[config.mk]
export PLATFORM = sky130hd
export DESIGN_NAME = piv_unit
export DESIGN_NICKNAME = d
export VERILOG_FILES = /design/src/rtl/piv_pkg.sv /design/src/rtl/piv_arb.sv /design/src/rtl/piv_vecmap.sv /design/src/rtl/piv_unit.sv
export SDC_FILE = /design/constraint.sdc
export NUM_CORES = 1
export LEC_CHECK = 0
export ABC_CLOCK_PERIOD_IN_PS = 1800
export BUFFER_PORTS_ARGS = -buffer_cell sky130_fd_sc_hd__buf_2
export CORE_MARGIN = 10
export CORE_UTILIZATION = 43
export DETAILED_ROUTE_END_ITERATION = 10
export PLACE_DENSITY_LB_ADDON = 0.2
export SLEW_MARGIN = 40
export SYNTH_ARGS = -nofsm -noshare
export SYNTH_HDL_FRONTEND = slang
export SYNTH_HIERARCHICAL = 1
export SYNTH_SLANG_ARGS = --single-unit
[constraint.sdc]
create_clock -name clk_i -period 1.8 [get_ports clk_i]
set_input_delay 0.45 -clock clk_i [delete_from_list [all_inputs] [get_ports clk_i]]
set_output_delay 0.45 -clock clk_i [all_outputs]
set_load 0.05 [all_outputs]
[src/rtl/piv_pkg.sv]
package piv_pkg;
  localparam int LVL_W     = 3;
  localparam int VEC_W     = 8;
  localparam int ADDR_W    = VEC_W + 2;
  localparam int TRAP_W    = 4;
  localparam int SPUR_VEC  = 24;
  localparam int AUTO_BASE = 24;
  localparam int TRAP_BASE = 32;
  localparam int SR_W      = LVL_W + 1;

  typedef struct packed {
    logic             sup;
    logic [LVL_W-1:0] mask;
  } stat_t;

  typedef enum logic [2:0] {
    ST_START, ST_RV0, ST_RV1, ST_IDLE, ST_ACK, ST_PUSH, ST_VEC
  } st_e;
endpackage

[src/rtl/piv_arb.sv]
module piv_arb #(
  parameter int LVL_W = 3
) (
  input  logic             clk_i,
  input  logic             rst_ni,
  input  logic [LVL_W-1:0] ipl_i,
  input  logic [LVL_W-1:0] mask_i,
  input  logic             nmi_taken_i,
  output logic             take_o
);
  localparam logic [LVL_W-1:0] NMI = '1;

  logic armed_q;

  // top level is edge triggered: re-armed only once the line leaves it
  always_ff @(posedge clk_i or negedge rst_ni) begin
    if (!rst_ni)          armed_q <= 1'b0;
    else if (nmi_taken_i) armed_q <= 1'b0;
    else if (ipl_i != NMI) armed_q <= 1'b1;
  end

  always_comb take_o = (ipl_i == NMI) ? armed_q : (ipl_i > mask_i);

  p_nmi_held_r3: assert property (@(posedge clk_i) disable iff (!rst_ni)
    (ipl_i == NMI && $past(ipl_i) == NMI && $past(nmi_taken_i)) |-> !take_o);
endmodule

[src/rtl/piv_vecmap.sv]
module piv_vecmap #(
  parameter int LVL_W     = 3,
  parameter int VEC_W     = 8,
  parameter int TRAP_W    = 4,
  parameter int SPUR_VEC  = 24,
  parameter int AUTO_BASE = 24,
  parameter int TRAP_BASE = 32
) (
  input  logic [LVL_W-1:0]  lvl_i,
  input  logic [TRAP_W-1:0] trap_num_i,
  input  logic              ack_vec_i,
  input  logic [VEC_W-1:0]  ack_vnum_i,
  input  logic              ack_auto_i,
  input  logic [VEC_W-1:0]  vnum_i,
  output logic [VEC_W-1:0]  ack_sel_o,
  output logic [VEC_W-1:0]  trap_vnum_o,
  output logic [VEC_W+1:0]  addr_o
);
  always_comb begin
    if (ack_vec_i)       ack_sel_o = ack_vnum_i;
    else if (ack_auto_i) ack_sel_o = VEC_W'(AUTO_BASE) + VEC_W'(lvl_i);
    else                 ack_sel_o = VEC_W'(SPUR_VEC);
  end

  always_comb trap_vnum_o = VEC_W'(TRAP_BASE) + VEC_W'(trap_num_i);
  always_comb addr_o      = {vnum_i, 2'b00};
endmodule

[src/rtl/piv_unit.sv]
module piv_unit
  import piv_pkg::*;
(
  input  logic              clk_i,
  input  logic              rst_ni,
  input  logic [LVL_W-1:0]  ipl_i,
  input  logic              boundary_i,
  input  logic              exc_req_i,
  input  logic [VEC_W-1:0]  exc_vec_i,
  input  logic              trap_req_i,
  input  logic [TRAP_W-1:0] trap_num_i,
  input  logic              rte_i,
  input  logic [SR_W-1:0]   rte_sr_i,
  output logic              ack_o,
  output logic [LVL_W-1:0]  ack_lvl_o,
  input  logic              ack_vec_i,
  input  logic [VEC_W-1:0]  ack_vnum_i,
  input  logic              ack_auto_i,
  input  logic              ack_none_i,
  output logic              push_req_o,
  output logic [SR_W-1:0]   push_sr_o,
  input  logic              push_done_i,
  output logic              vec_valid_o,
  output logic [VEC_W-1:0]  vec_num_o,
  output logic [ADDR_W-1:0] vec_addr_o,
  output logic              sup_o,
  output logic              ssp_sel_o,
  output logic [LVL_W-1:0]  mask_o
);
  localparam logic [LVL_W-1:0] NMI = '1;

  st_e              st_q;
  stat_t            stat_q, saved_q;
  logic [LVL_W-1:0] lvl_q;
  logic [VEC_W-1:0] vnum_q, ack_sel, trap_vnum;
  logic             take, sample, go_exc, go_trap, go_irq, nmi_taken, ack_resp;

  always_comb begin
    sample    = (st_q == ST_IDLE) && boundary_i && !rte_i;
    go_exc    = sample && exc_req_i;
    go_trap   = sample && !exc_req_i && trap_req_i;
    go_irq    = sample && !exc_req_i && !trap_req_i && take;
    nmi_taken = go_irq && (ipl_i == NMI);
    ack_resp  = ack_vec_i || ack_auto_i || ack_none_i;
  end

  piv_arb #(.LVL_W(LVL_W)) u_arb (
    .clk_i       (clk_i),
    .rst_ni      (rst_ni),
    .ipl_i       (ipl_i),
    .mask_i      (stat_q.mask),
    .nmi_taken_i (nmi_taken),
    .take_o      (take)
  );

  piv_vecmap #(
    .LVL_W(LVL_W), .VEC_W(VEC_W), .TRAP_W(TRAP_W),
    .SPUR_VEC(SPUR_VEC), .AUTO_BASE(AUTO_BASE), .TRAP_BASE(TRAP_BASE)
  ) u_map (
    .lvl_i       (lvl_q),
    .trap_num_i  (trap_num_i),
    .ack_vec_i   (ack_vec_i),
    .ack_vnum_i  (ack_vnum_i),
    .ack_auto_i  (ack_auto_i),
    .vnum_i      (vec_num_o),
    .ack_sel_o   (ack_sel),
    .trap_vnum_o (trap_vnum),
    .addr_o      (vec_addr_o)
  );

  always_ff @(posedge clk_i or negedge rst_ni) begin
    if (!rst_ni) begin
      st_q    <= ST_START;
      stat_q  <= '{sup: 1'b1, mask: '1};
      saved_q <= '0;
      lvl_q   <= '0;
      vnum_q  <= '0;
    end else begin
      unique case (st_q)
        ST_START: st_q <= ST_RV0;
        ST_RV0:   st_q <= ST_RV1;
        ST_RV1:   st_q <= ST_IDLE;
        ST_IDLE: begin
          if (rte_i) begin
            stat_q <= stat_t'(rte_sr_i);
          end else if (go_exc || go_trap) begin
            saved_q    <= stat_q;
            stat_q.sup <= 1'b1;
            vnum_q     <= go_exc ? exc_vec_i : trap_vnum;
            st_q       <= ST_PUSH;
          end else if (go_irq) begin
            saved_q <= stat_q;
            stat_q  <= '{sup: 1'b1, mask: ipl_i};
            lvl_q   <= ipl_i;
            st_q    <= ST_ACK;
          end
        end
        ST_ACK: if (ack_resp) begin
          vnum_q <= ack_sel;
          st_q   <= ST_PUSH;
        end
        ST_PUSH:  if (push_done_i) st_q <= ST_VEC;
        ST_VEC:   st_q <= ST_IDLE;
        default:  st_q <= ST_IDLE;
      endcase
    end
  end

  always_comb begin
    ack_o       = (st_q == ST_ACK);
    ack_lvl_o   = lvl_q;
    push_req_o  = (st_q == ST_PUSH);
    push_sr_o   = saved_q;
    vec_valid_o = (st_q == ST_RV0) || (st_q == ST_RV1) || (st_q == ST_VEC);
    unique case (st_q)
      ST_RV0:  vec_num_o = '0;
      ST_RV1:  vec_num_o = VEC_W'(1);
      default: vec_num_o = vnum_q;
    endcase
    sup_o     = stat_q.sup;
    ssp_sel_o = stat_q.sup;
    mask_o    = stat_q.mask;
  end

  p_ack_lvl_r2: assert property (@(posedge clk_i) disable iff (!rst_ni)
    go_irq |=> ack_o && ack_lvl_o == $past(ipl_i) && mask_o == $past(ipl_i) && sup_o);

  p_blocked_r2: assert property (@(posedge clk_i) disable iff (!rst_ni)
    (st_q == ST_IDLE && boundary_i && !rte_i && !exc_req_i && !trap_req_i &&
     ipl_i != NMI && ipl_i <= mask_o) |=> !ack_o);

  p_save_r4: assert property (@(posedge clk_i) disable iff (!rst_ni)
    $rose(ack_o) |-> push_sr_o == $past({sup_o, mask_o}));

  p_no_boundary_r9: assert property (@(posedge clk_i) disable iff (!rst_ni)
    (st_q == ST_IDLE && !boundary_i && !rte_i) |=>
      !ack_o && !push_req_o && $stable({sup_o, mask_o}));

  p_rte_r10: assert property (@(posedge clk_i) disable iff (!rst_ni)
    (st_q == ST_IDLE && rte_i) |=> {sup_o, mask_o} == $past(rte_sr_i) && !push_req_o && !ack_o);

  p_ssp_r11: assert property (@(posedge clk_i) disable iff (!rst_ni)
    (ack_o || push_req_o) |-> ssp_sel_o);

  p_push_hold_r12: assert property (@(posedge clk_i) disable iff (!rst_ni)
    (push_req_o && !push_done_i) |=> push_req_o && !vec_valid_o);

  p_vec_after_push_r12: assert property (@(posedge clk_i) disable iff (!rst_ni)
    (push_req_o && push_done_i) |=> vec_valid_o && !push_req_o);
endmodule

# After elaboration in Yosys (flattened, before gate mapping)
# Index checks and enable logic that the tools add are counted.
dict set report totals {
  reg_bits 23
  inputBits 37
  output_inout_bits 33
  word_cells 78
}
dict set report classes {
  n_addsub 2
  n_lt_le_gt_ge 1
  eq_ne 14
  mux 23
  bitwise_logic 2
  reduce_logical 28
}
# op n
set ops {}
lappend ops {{$mux W8} 6}
lappend ops {{$pmux W8 S2} 2}
lappend ops {{$mux W3} 6}
lappend ops {{$mux W4} 4}
lappend ops {{$pmux W3 S5} 1}
lappend ops {{$eq A3 B3 Y1 const B} 4}
lappend ops {{$reduce_and A4 Y1} 3}
lappend ops {{$logic_and A1 B1 Y1} 8}
lappend ops {{$reduce_bool A2 Y1} 4}
lappend ops {{$add A6 B4 Y7 const A} 1}
lappend ops {{$add A5 B3 Y6 const A} 1}
lappend ops {{$eq A3 B2 Y1 const B} 2}
lappend ops {{$ne A2 B1 Y1 const B} 3}
lappend ops {{$reduce_and A3 Y1} 2}
lappend ops {{$logic_or A1 B1 Y1} 5}
lappend ops {{$mux W1} 4}
lappend ops {{$ne A2 B2 Y1 const B} 2}
lappend ops {{$eq A3 B1 Y1 const B} 1}
lappend ops {{$gt A3 B3 Y1} 1}
lappend ops {{$logic_not A1 Y1} 3}
lappend ops {{$logic_not A3 Y1} 1}
lappend ops {{$ne A3 B2 Y1 const B} 1}
lappend ops {{$ne A3 B3 Y1 const B} 1}
lappend ops {{$reduce_bool A3 Y1} 1}
lappend ops {{2 further kinds} 3}

# Longest topological paths before layout
dict set report logic_depth {
  ltp_word 10
  ltp_mapped 9
  ltp_nobuf 9
}

# Cells and area by module
# Netlist, hierarchy kept.
# mod instances cells_each area_per_inst_um2 seq_area_each_um2
set by_module_without_submodules {}
lappend by_module_without_submodules {piv_unit 1 135 1316.3 555.5}
lappend by_module_without_submodules {piv_vecmap 1 31 212.7 0.0}
lappend by_module_without_submodules {piv_arb 1 15 128.9 25.0}

# Least setup slack after synthesis
# Ideal clock, no wire load.
dict set report synth_path {
  kind {reg2reg}
  startpoint {register stat_q, in the netlist mask_o[2]}
  endpoint {register saved_q, in the netlist push_sr_o[0]}
  setup_ns 0.125
  arrival_time_ns 2.151
  required_ns 1.675
  path_slack_ns -0.476
  stages_incl_launch_ff 9
  path_buffers 0
  period_less_slack_ns 2.276
  path_cell_list {dfstp_2 -> inv_1 -> ha_1 -> nand2_1 -> o21ai_0 -> a22o_1 -> nor3_1 -> nor3_2 -> mux2_2}
}
dict set report synth_between {
  elab_chain_cells 5
}
# item line_no
set synth_lines {}
lappend synth_lines {{from (decl)} piv_unit.sv:33} ;# stat_t stat_q, saved_q;
lappend synth_lines {{from (signal assigned)} piv_unit.sv:74} ;# stat_q <= '{sup: 1'b1, mask: '1};
lappend synth_lines {{from (signal assigned)} piv_unit.sv:85} ;# stat_q <= stat_t'(rte_sr_i);
lappend synth_lines {{from (signal assigned)} piv_unit.sv:93} ;# stat_q <= '{sup: 1'b1, mask: ipl_i};
lappend synth_lines {{$gt A3 B3 Y1} piv_arb.sv:22} ;# always_comb take_o = (ipl_i == NMI) ? armed_q : (ipl_i > mask_i);
lappend synth_lines {{$mux W1} piv_arb.sv:22}
lappend synth_lines {{named net take} piv_unit.sv:36} ;# logic take, sample, go_exc, go_trap, go_irq, nmi_taken, ack_resp;
lappend synth_lines {{$logic_and A1 B1 Y1} piv_unit.sv:42} ;# go_irq = sample && !exc_req_i && !trap_req_i && take;
lappend synth_lines {{$reduce_bool A2 Y1 (no source line)} -}
lappend synth_lines {{$reduce_and A3 Y1 (no source line)} -}
lappend synth_lines {{to (signal assigned)} piv_unit.sv:87} ;# saved_q <= stat_q;
lappend synth_lines {{to (signal assigned)} piv_unit.sv:92} ;# saved_q <= stat_q;
lappend synth_lines {{to (decl)} piv_unit.sv:33}
# The timed path passes the listed nets, and every way through them passes these cells.
# A chain may end at the register's enable or synchronous reset.

# Worst setup path in the final report
# Same ends and word-level chain as after synthesis.

==> metrics <==
Netlist Area Pre-Place=approximately 0.0017 mm²; Pre-Repair DR Iteration Count=4; CP Depth=9; Peak VDD IR=around 0.74 mV; slowest stage delay, CP=about 0.54 ns; FF-to-FF setup slack=-0.22 ns; GR Overflow Total=0; Port Buffer Count=67; pre-CTS WS=-0.317 ns; post-synth top area share=0.287; post-layout min period=between 2 and 2.5 ns; setup ws final=-0.224 ns; Worst EP required=1.95 ns; Critical Path Source=mask_o[2]$_DFFE_PN1P_; CTS tree=yes; met1 wire length=between 1.5 and 2 mm; area leader, netlist=dfrtp_1; Initial Utilization=0.449; Ant. Diodes=0; Max Clk Rate=between 400 and 500 MHz; Worst Path Buf+Inv=2; RR Startpoint=mask_o[2]$_DFFE_PN1P_; top cells by area, synth=dfrtp_1 (29%), buf_4 (9.5%), dfstp_2 (6.3%), a41o_1 (4.8%), mux2_2 (4.8%); Root Driver=clkbuf_8; clk_lat worst skew=roughly 0.26 ns; met3 wire len=264 µm; Final Max Tran Viols=0; maximum fanout along the worst path=3; number of H-tree levels=1; cells along the critical path=inv_2 > ha_4 > a21oi_2 > o21ai_2 > a22o_1 > nor3_4 > nor3_4 > buf_6 > mux2_4; DR vias/cell=5.04; placed insts=290; initial antenna violation count=0; Worst Setup EP=push_sr_o[0]$_DFFE_PN0P_; Synth Register Bits=23; Critical Path Start Type=register; RePlAce Congestion=around 0.80; 1st-iter DRT viols=70; CTS Buffer Depth=2; hold slack=between 0.15 and 0.2 ns; Final Cycle Share=1.12; final wirelength=approximately 4.8 mm; failing checks=setup timing; first-pass GRT wire length=~7.4 mm; critical path class=reg -> reg; Rel. slew slack=0.660; die area=between 0.006 and 0.007 mm²; Core Area=about 0.0037 mm²; Antenna Nets Post-Route=0; nets@finish=around 300; largest net degree at the start of global routing=24; Worst path top cell family by delay=flip-flops; num rows=22; Setup violations, final=28; Arr. time, crit path=about 2.2 ns; Syn Area/Cell=between 9 and 10 µm²; Synth Instances=between 150 and 200; I/O Pins=70; DR WL/cell=15.7 µm; DRC=0; Slowest cell on crit path=dfstp_2; Setup Skew=approximately 0.0042 ns; Max-Cap Viols=0; most frequent cell on the critical path=nor3_4; endpoint class of the critical path=register; met2 wire length=roughly 2.6 mm; slew of the pin with the lowest slew margin=just over 0.5 ns; Via Count=~1600; Synth top cells by count=buf_4 (21), dfrtp_1 (19), nand2_1 (16); TritonCTS Buffers=3; Pleak=roughly 1.3 nW; die height=a little over 80 µm; placed wire-length estimate=3.70 mm; Main synth FF type=dfrtp_1; ratio of cells with drive above 1 in the final layout=0.638; vias in the first global route=between 1500 and 2000; Total GRT Usage=0.138; Final Hold Fails=0; synth warn=6; Worst R2R Path Depth=9; Hold Path Class=in -> async; top sig layer=met4; Die Wd=around 82 µm; CTS sink cnt=23; Reg clk slew, reported paths=approximately 0.080 ns; register area share after synthesis=0.350; fraction of registers with async set/reset=1.00; power per cell area=1820 mW/mm²; library cells used by synthesis=40; synth-to-layout area growth=57.3%; RSZ-0062 raised after global routing=yes; worst reg2reg endpoint=push_sr_o[0]$_DFFE_PN0P_; status=complete, but fails checks; top-count cell post-synth=buf_4; number of fill cells=between 300 and 400; Post-synth EDFFs=0; Layout Cells excl Fill=~300
final cells by class:
| type | instances | area [µm²] | area share |
|---|---|---|---|
| Timing Repair Buffer | 100 | 807 | 0.310 |
| Tap cell | 48 | 60.1 | 0.0230 |
| Clock buffer | 3 | 41.3 | 0.0158 |
| Inverter | 7 | 31.3 | 0.0120 |
| Multi-Input combinational cell | 126 | 1080 | 0.414 |
| Clock inverter | 1 | 5.00 | 0.00192 |
| Sequential cell | 23 | 584 | 0.224 |
kinds of logic after synthesis:
| family | count (synthesis) | share of synthesized area |
|---|---|---|
| simple gates | 53 | 0.174 |
| compound gates | 52 | 0.226 |
| xor+xnor | 1 | 0.00528 |
| other cells | 2 | 0.00453 |
| mux | 11 | 0.0717 |
| fa+ha+maj | 3 | 0.0226 |
| flops | 23 | 0.350 |
| buf+inv | 36 | 0.145 |
worst register-to-register path: stages (launching register included):
cell	delay, ns
dfstp_2	0.54
inv_2	0.04
ha_4	0.25
a21oi_2	0.14
o21ai_2	0.07
a22o_1	0.23
nor3_4	0.17
nor3_4	0.06
buf_6	0.13
mux2_4	0.28
per-stage QoR:
stage	utilization	power [W]	setup TNS (ns)	cell area, µm²
2_1_floorplan	-	0.00321	-3.97	1810
3_3_place_gp	0.575	0.00360	-1.87	2120
3_5_place_dp	0.575	0.00363	-2.57	2120
4_1_cts	0.667	0.00449	-2.82	2460
5_1_grt	0.707	0.00499	-5.46	2610
6_report	0.707	0.00474	-3.21	2610
worst min path at each step:
stage               depth (start not counted)  slack [ns]                        to
global placement                            1        0.46  push_sr_o[3]$_DFFE_PN0P_
detailed placement                          1        0.45       st_q[1]$_DFFE_PN0P_
floorplan                                   0        0.15  ack_lvl_o[0]$_DFFE_PN0P_
CTS                                         1        0.17     vnum_q[0]$_DFFE_PN0P_
global route                                1        0.18     vnum_q[2]$_DFFE_PN0P_
finish                                      1        0.15     vnum_q[0]$_DFFE_PN0P_
flip-flops by register name (all words and copies together), names as in the netlist:
signal / flops
st_q: 3
vnum_q: 8
ssp_sel_o: 1
ack_lvl_o: 3
push_sr_o: 4
u_arb/armed_q: 1
mask_o: 3
repair_timing:
action / in CTS / in global routing
pin swaps: 5 / 5
setup buffers: 11 / 5
hold endpoints to repair: 0 / 0
setup endpoints to repair: 31 / 35
hold buffers: 0 / 0
resized for setup: 65 / 37
per-layer routing:
metal / vias to the layer above / track usage
met5: - / 0
li1: 780 / -
met4: 0 / 0.0340
met2: 46 / 0.255
met3: 6 / 0.0281
met1: 721 / 0.158
report_power, final:
part	internal, W	switching [W]	leakage [nW]	total (W)
logic	0.00142	0.00207	1.04	0.00350
registers	0.000770	0.000163	0.270	0.000933
clock network	0.000154	0.000157	0.0255	0.000311
total	0.00235	0.00239	1.33	0.00474
layout by cell type, fill, tap and decap left out, types with 2 or more instances in the layout:
cell type	netlist	final
a21o_1	2	2
a21oi_1	13	9
a21oi_2	0	4
a22o_1	3	3
a41o_1	8	8
and2_1	4	3
buf_2	3	48
buf_4	21	20
buf_6	3	17
buf_8	0	15
clkbuf_8	0	3
conb_1	2	6
dfrtp_1	19	16
dfrtp_2	0	3
dfstp_2	4	4
ha_4	0	2
inv_1	6	2
inv_2	1	3
inv_4	0	2
mux2_4	0	7
mux2i_1	4	3
nand2_1	16	11
nand2_2	0	4
nand2b_1	2	2
nand3_1	6	2
nand3_2	0	4
nor2_1	6	3
nor2_4	0	2
nor2b_4	0	7
nor3_4	0	2
o21ai_0	14	9
o21ai_2	0	5
o31ai_1	6	6
o31ai_2	2	2
(Power assumes the default switching activity.)
